**config.mk**
```make
export PLATFORM = sky130hd
export DESIGN_NAME = asram_port
export DESIGN_NICKNAME = d
export VERILOG_FILES = /design/src/rtl/asram_port.sv
export SDC_FILE = /design/constraint.sdc
export NUM_CORES = 1
export LEC_CHECK = 0
export BUFFER_PORTS_ARGS = -buffer_cell sky130_fd_sc_hd__buf_4
export CORE_UTILIZATION = 45
export CTS_BUF_LIST = sky130_fd_sc_hd__clkbuf_8
export DETAILED_ROUTE_END_ITERATION = 6
export GPL_TIMING_DRIVEN = 0
export PLACE_DENSITY = 0.86
export SYNTH_ARGS = -nofsm -noshare
export SYNTH_HDL_FRONTEND = slang
export SYNTH_SLANG_ARGS = --single-unit
```
**constraint.sdc**
```tcl
create_clock -name clk -period 2.5 [get_ports clk]
set_input_delay 0.375 -clock clk [delete_from_list [all_inputs] [get_ports clk]]
set_output_delay 0.375 -clock clk [all_outputs]
set_load 0.02 [all_outputs]
```
**src/rtl/asram_port.sv**
```systemverilog
module asram_port #(
  parameter int ADDR_W     = 17,
  parameter int DATA_W     = 8,
  parameter int READ_WAIT  = 2,
  parameter int WRITE_WAIT = 2
) (
  input  logic              clk,
  input  logic              rst_n,
  input  logic              req_valid,
  output logic              req_ready,
  input  logic              req_write,
  input  logic [ADDR_W-1:0] req_addr,
  input  logic [DATA_W-1:0] req_wdata,
  output logic              rd_valid,
  output logic [DATA_W-1:0] rd_data,
  output logic              mem_ce_n,
  output logic              mem_we_n,
  output logic              mem_oe_n,
  output logic [ADDR_W-1:0] mem_addr,
  output logic [DATA_W-1:0] mem_dq_out,
  output logic              mem_dq_oe,
  input  logic [DATA_W-1:0] mem_dq_in
);

  localparam int MAXW = (READ_WAIT > WRITE_WAIT) ? READ_WAIT : WRITE_WAIT;
  localparam int CW   = $clog2(MAXW + 1);

  typedef enum logic [2:0] {S_IDLE, S_RD, S_TURN, S_WR, S_WHOLD} st_t;

  st_t           st;
  logic [CW-1:0] cnt;
  logic          take;

  assign req_ready = (st == S_IDLE);
  assign take      = req_valid && req_ready;

  always_ff @(posedge clk or negedge rst_n) begin
    if (!rst_n) begin
      st         <= S_IDLE;
      cnt        <= '0;
      mem_ce_n   <= 1'b1;
      mem_we_n   <= 1'b1;
      mem_oe_n   <= 1'b1;
      mem_addr   <= '0;
      mem_dq_out <= '0;
      mem_dq_oe  <= 1'b0;
      rd_valid   <= 1'b0;
      rd_data    <= '0;
    end else begin
      rd_valid <= 1'b0;
      case (st)
        S_IDLE: if (take) begin
          mem_addr <= req_addr;
          mem_ce_n <= 1'b0;
          if (req_write) begin
            mem_we_n   <= 1'b0;
            mem_dq_out <= req_wdata;
            cnt        <= CW'(WRITE_WAIT - 1);
            st         <= S_WR;
          end else begin
            mem_oe_n <= 1'b0;
            cnt      <= CW'(READ_WAIT - 1);
            st       <= S_RD;
          end
        end
        S_RD: if (cnt == '0) begin
          rd_data  <= mem_dq_in;
          rd_valid <= 1'b1;
          mem_oe_n <= 1'b1;
          mem_ce_n <= 1'b1;
          st       <= S_TURN;
        end else begin
          cnt <= cnt - 1'b1;
        end
        S_TURN: st <= S_IDLE;
        S_WR: begin
          mem_dq_oe <= 1'b1;
          if (cnt == '0) begin
            mem_we_n <= 1'b1;
            st       <= S_WHOLD;
          end else begin
            cnt <= cnt - 1'b1;
          end
        end
        S_WHOLD: begin
          mem_ce_n  <= 1'b1;
          mem_dq_oe <= 1'b0;
          st        <= S_IDLE;
        end
        default: st <= S_IDLE;
      endcase
    end
  end

endmodule


```
==> flow_summary.toml, run 1 <==
[logic_synthesis]
synth_area_sq_um = 1740
synthCells = 116
synth-xor-area-share_pct = 0
synth_compound_area_share_pct = 3.66
yosys_warnings = 0
ys_seq_elements = 43
yosys.area_share.simple_pct = 8.55
synthAdderAreaFrac_pct = 0.718
synth_cell_types = 27
yosys_most_used_dff = "dfrtp_1"
postSynthAreaPerCell_sq_um = 15.0
synth_mux_area_share_pct = 22.0
synth_nets = 154
synth-edff-count = 0
yosysSeqAreaShare_pct = 62.0
synthArstFlopShare_pct = 100
synth_top_family_by_area = "multiplexers"

[floorplanning]
die_h_um = 64.2
die-area_sq_um = 4120
rows = 22
die_x_um = 64.2
start_util_pct = 47.2
core-area_sq_um = 3690
boundaryPins = 76

[place]
globalplace.congestion = 0.769
placed_cells_incl_taps = 239
io_buffers = 75
hpwl_um = 2540

[cells_and_area]
n_antenna_cell = 0
syn_to_final_growth_pct = 42.2
layout_commonest_cell = "buf_4"
drive_gt1_share_pct = 65.3
nets = 236
final_cell_mix = "buf_4 (77), dfrtp_1 (40), mux2_2 (33), a21oi_1 (6), nor2_1 (6)"
utilization_pct = 67.2
final_cells = 247

[worst_setup_path]
cp.required_ps = 2680
cp-end-kind = "register"
cp_max_fo = 9
r2r_start = "cnt[0]"
worstReg2RegEnd = "rd_data[1]"
cp-start-kind = "register"
crit_arrival_ps = 1880
worstSetupPathType = "reg -> reg"
r2r.worst_path.cells = 5
r2r_slack_ps = 800

[min_path]
hold_path_class = "in -> async"

[detailed_routing]
post_drt_via_cell_ratio = 4.91
ant_nets = 0
drtIter0Drc = 40
wl_per_cell_um = 13.4
wirelength_um = 3300
drc = 0
vias = 1212
drtPass1Iterations = 4

[power_and_ir_drop]
p_sw_mw = 1.26
swShare_pct = 36.4
intPower_mw = 2.21
power_frac_clock_pct = 15.2
ir_drop_uv = 731
p_leak_nw = 1.19
p_seq_share_pct = 35.9
pwr_density_cell_nw_per_um2 = 1400
combPwrFrac_pct = 48.9

[sta]
finalSetupTns_ps = 0
slew_violations = 0
hold_ws_ps = 49.1
fin_crit_sh_pct = 68.1
fmax_mhz = 588
finalHoldViolCount = 0
worst_clock_skew_ps = 4.27
fin_crit_ps = 1700
finalSetupViolCount = 0
worst_slew_pin_slew_ps = 516
slew_headroom_pct = 65.6
grt_setup_unrepaired = "no"

[clock_network]
clockBufferDepth = 2
ctsRootBufferMaster = "clkbuf_8"
cts_tree = "yes"
cts_resized = 0
h-tree-depth = 2
clock-sinks = 43
cts_buffers = 5
cts_hold_buf = 0
cts_setup_buffers = 0
clock_latency_ps = 290
clk_pin_slew_worst_paths_ps = 80

[global_routing]
grt_max_degree = 44
antenna_found_initial = 0
grt_pass1_wl_um = 5650
overflow = 0
grt.total_usage_pct = 18.2
grt_pass1_vias = 1301

[run]
maxCapViolations = 0

[run_status]
status = "complete, no violations"
## logic make-up (layout without fill, tap and decap cells)
logic type / Yosys count / count (layout)
adders and majority gates: 1 / 1
buffers and inverters: 8 / 91
muxes: 34 / 34
and+or+nand+nor: 20 / 20
AOI/OAI and AO/OA: 10 / 10
DFF: 43 / 43
## worst max-delay path, cell delays in order (launching register included)
cell and delay [ps]:
dfrtp_1 400, inv_1 70, ha_1 280, nand2_4 100, nor3_4 350, mux2_2 390
## cell type report
class | instances | area, sq um
multi-input cells | 65 | 608
plain buffers | 5 | 42.5
flip-flops and latches | 43 | 1080
fillers | 289 | 1210
inverters | 3 | 11.3
clock inverters | 3 | 43.8
well taps | 48 | 60.1
clock buffers | 5 | 68.8
repair buffers | 75 | 563
## metal layers
| layer | vias up | routed length (um) | global-route usage [%] |
|---|---|---|---|
| met3 | 5 | 200 | 6.07 |
| li1 | 571 | - | - |
| met2 | 45 | 1780 | 32.7 |
| met4 | 0 | 34 | 5.00 |
| met1 | 591 | 1290 | 20.4 |
| met5 | - | 0 | 0 |
## cell usage after synthesis (2+ instances only)
cell / instances / share of area (%)
buf_4: 2 / 0.86
dfstp_2: 3 / 4.5
inv_1: 3 / 0.65
dfrtp_1: 40 / 57
nand2b_1: 2 / 0.72
buf_6: 2 / 1.3
a21oi_1: 6 / 1.7
nor3_1: 2 / 0.57
mux2_2: 33 / 21
nor2_1: 6 / 1.3
## registers in the layout, indices dropped and copies added, names as in the netlist
| signal | count |
|---|---|
| mem_dq_out | 8 |
| rd_valid | 1 |
| mem_oe_n | 1 |
| mem_dq_oe | 1 |
| st | 3 |
| mem_we_n | 1 |
| mem_addr | 17 |
| mem_ce_n | 1 |
| cnt | 2 |
| rd_data | 8 |
## worst max path at each step
stage | end | from | cells after the start
2_1_floorplan | rd_data[0] | cnt[0] | 5
3_3_place_gp | rd_data[5] | cnt[0] | 5
3_5_place_dp | rd_data[1] | cnt[0] | 5
4_1_cts | rd_data[1] | cnt[0] | 5
5_1_grt | rd_data[4] | cnt[1] | 5
6_report | rd_data[1] | cnt[0] | 5
## power by group through the flow
| stage | clock [mW] | combinational, mW | sequential (mW) |
|---|---|---|---|
| 2_1_floorplan | 0 | 0.662 | 1.62 |
| 3_3_place_gp | 0 | 1.66 | 1.24 |
| 3_5_place_dp | 0 | 1.72 | 1.26 |
| 4_1_cts | 0.542 | 1.72 | 1.25 |
| 5_1_grt | 0.572 | 1.83 | 1.29 |
| 6_report | 0.526 | 1.70 | 1.25 |
## per-stage QoR
step	power (mW)	setup slack (ps)	area, sq um
5_1_grt	3.69	655	2480
3_3_place_gp	2.90	846	2360
2_1_floorplan	2.28	977	1740
6_report	3.47	799	2480
3_5_place_dp	2.99	755	2360
4_1_cts	3.52	764	2480
Power figures use the tool's default switching activity.
==> inputs of run 2 (changes only) <==
- ABC_AREA: unset -> 1
- CORE_UTILIZATION: 45 -> 44
- PLACE_DENSITY: 0.86 -> 0.88
- clock period: 2.5 -> 1.4 ns (I/O delays scaled with it)
==> flow_summary.toml, run 2 <==
[power_and_ir_drop]
p_seq_share_pct = 34.7
swShare_pct = 41.2
intPower_mw = 3.70
combPwrFrac_pct = 53.0
p_leak_nw = 1.44
p_sw_mw = 2.59
ir_drop_uv = 1490
power_frac_clock_pct = 12.3
pwr_density_cell_nw_per_um2 = 2430

[min_path]
hold_depth = 3
hold_path_class = "in -> reg"
min-delay-start = "mem_dq_in[5]"
min_to = "rd_data[5]"

[logic_synthesis]
synth-edff-count = 0
ys_seq_elements = 43
synth_nets = 236
synthArstFlopShare_pct = 100
yosys_warnings = 0
synth_cell_types = 19
synthCells = 198
yosys_most_used_dff = "dfrtp_1"
synth_top_area_cell = "dfrtp_1"
synth_area_sq_um = 1770
yosysSeqAreaShare_pct = 60.9
postSynthAreaPerCell_sq_um = 8.95
synthTopCellsByCount = "nand2_1 (76), dfrtp_1 (40), nand3_1 (20)"
yosysMostFrequentCell = "nand2_1"
yosysTopAreaCellShare_pct = 56.5
synthTopCellsByArea = "dfrtp_1 (56%), nand2_1 (16%), nand3_1 (5.6%)"

[detailed_routing]
wirelength_um = 3990
drtPass1Iterations = 5
drtIter0Drc = 108
ant_nets = 0
post_drt_via_cell_ratio = 4.74
wl_per_cell_um = 11.7
drc = 0
vias = 1618

[sta]
fin_crit_sh_pct = 100
worst_slew_pin_slew_ps = 518
slew_headroom_pct = 65.5
finalSetupViolCount = 1
finalHoldViolCount = 0
worst_clock_skew_ps = 6.06
grt_setup_unrepaired = "yes"
hold_ws_ps = 106
fmax_mhz = 712
slew_violations = 0
fin_crit_ps = 1400
setup_ws_ps = -3.74

[place]
hpwl_um = 2730
io_buffers = 74
globalplace.congestion = 0.837

[floorplanning]
die-area_sq_um = 4290
boundaryPins = 76
die_x_um = 65.5
rows = 22
die_h_um = 65.5
start_util_pct = 47.0
core-area_sq_um = 3770

[worst_setup_path]
cp.required_ps = 1190
worstReg2RegEnd = "mem_addr[7]"
cp-start-kind = "register"
r2r.worst_path.cells = 9
worstSetupPathType = "reg -> out"
r2r_slack_ps = 80
r2r_start = "st[2]"
crit_arrival_ps = 1190
cp_max_fo = 6
cp-end-kind = "output port"

[clock_network]
h-tree-depth = 2
clk_pin_slew_worst_paths_ps = 70
cts_tree = "yes"
cts_buffers = 5
ctsRootBufferMaster = "clkbuf_8"
clock_latency_ps = 290
clock-sinks = 43
clockBufferDepth = 2

[run_status]
violations = "setup timing"
status = "finished, violations left"

[cells_and_area]
utilization_pct = 68.6
drive_gt1_share_pct = 38.6
n_fill_cell = 301
largest_reg_flops = 17
syn_to_final_growth_pct = 46.0
layout_commonest_cell = "buf_4"
largest_register = "mem_addr"
n_antenna_cell = 0
top_regs = "mem_addr: 17 flops, mem_dq_out: 8 flops, rd_data: 8 flops"
multi_input_area_sq_um = 574
seqCellArea_sq_um = 1080
final_cell_mix = "buf_4 (87), nand2_1 (77), dfrtp_1 (40), nand3_1 (20), inv_1 (17)"
nets = 331

[global_routing]
grt.total_usage_pct = 19.8
overflow = 0
grt_pass1_vias = 1510
grt_pass1_wl_um = 6380
grt_max_degree = 44
antenna_found_initial = 0

[run]
maxCapViolations = 0
## run 2: final cells by class
type / count / share of cell area [%]
multi-input combinational: 129 / 22.2
sequential: 43 / 41.7
clock buffer: 6 / 3.19
timing repair buffer: 88 / 25.8
clock inverter: 1 / 0.193
buffer: 5 / 1.50
tap: 48 / 2.32
inverter: 21 / 3.14
## run 2: worst max path at each step
stage	start	end	slack [ps]	depth (start not counted)
after detailed placement	st[1]	mem_dq_out[1]	-20	5
after global routing	st[1]	req_ready	-70	5
after CTS	st[0]	req_ready	-40	5
after floorplan	st[1]	mem_dq_out[0]	190	5
final	st[1]	req_ready	-4	5
after global placement	st[1]	req_ready	20	6
## run 2: through the flow
stage               setup slack, ps  area, sq um  power (mW)  cells  TNS [ps]
floorplan                       190         1770        3.96    198         0
global placement               17.9         2390        5.10    320         0
detailed placement            -18.3         2390        5.20    320     -21.1
CTS                           -42.3         2530        6.12    334     -42.3
global route                  -67.4         2590        6.76    341     -67.4
finish                        -3.74         2590        6.29    341     -3.74
## run 2: cell families after synthesis
kind of cell,synth area share [%]
and+or+nand+nor,25.9
DFF,60.9
buffers and inverters,7.06
AOI/OAI and AO/OA,5.43
adders and majority gates,0.706
## run 2: power by group through the flow
stage,sequential (mW),combinational [mW],clock (mW)
5_1_grt,2.26,3.66,0.852
2_1_floorplan,2.81,1.15,0
3_3_place_gp,2.19,2.91,0
6_report,2.18,3.33,0.775
4_1_cts,2.18,3.14,0.802
3_5_place_dp,2.20,3.00,0
## run 2: critical path, stage by stage, from the launching register on
cell and delay, ps:
dfrtp_1 390, nor2_2 140, nand2_2 70, inv_2 70, buf_6 120, buf_6 110
## run 2: per-layer routing
layer,global-route usage (%),share of wire (%),vias to the layer above
li1,-,-,807
met1,24.1,42,744
met2,32.3,50,63
met3,5.73,7.5,4
met4,8.97,0.58,0
met5,0,0,-
## run 2: timing repair
action / 4_1_cts / 5_1_grt
hold endpoints to repair: 40 / 0
hold buffers: 1 / 0
endpoints found under the setup margin: 4 / 16
gates resized for setup: 2 / 2
setup buffers: 7 / 6
cloned: 0 / 1
pin swaps: 3 / 4
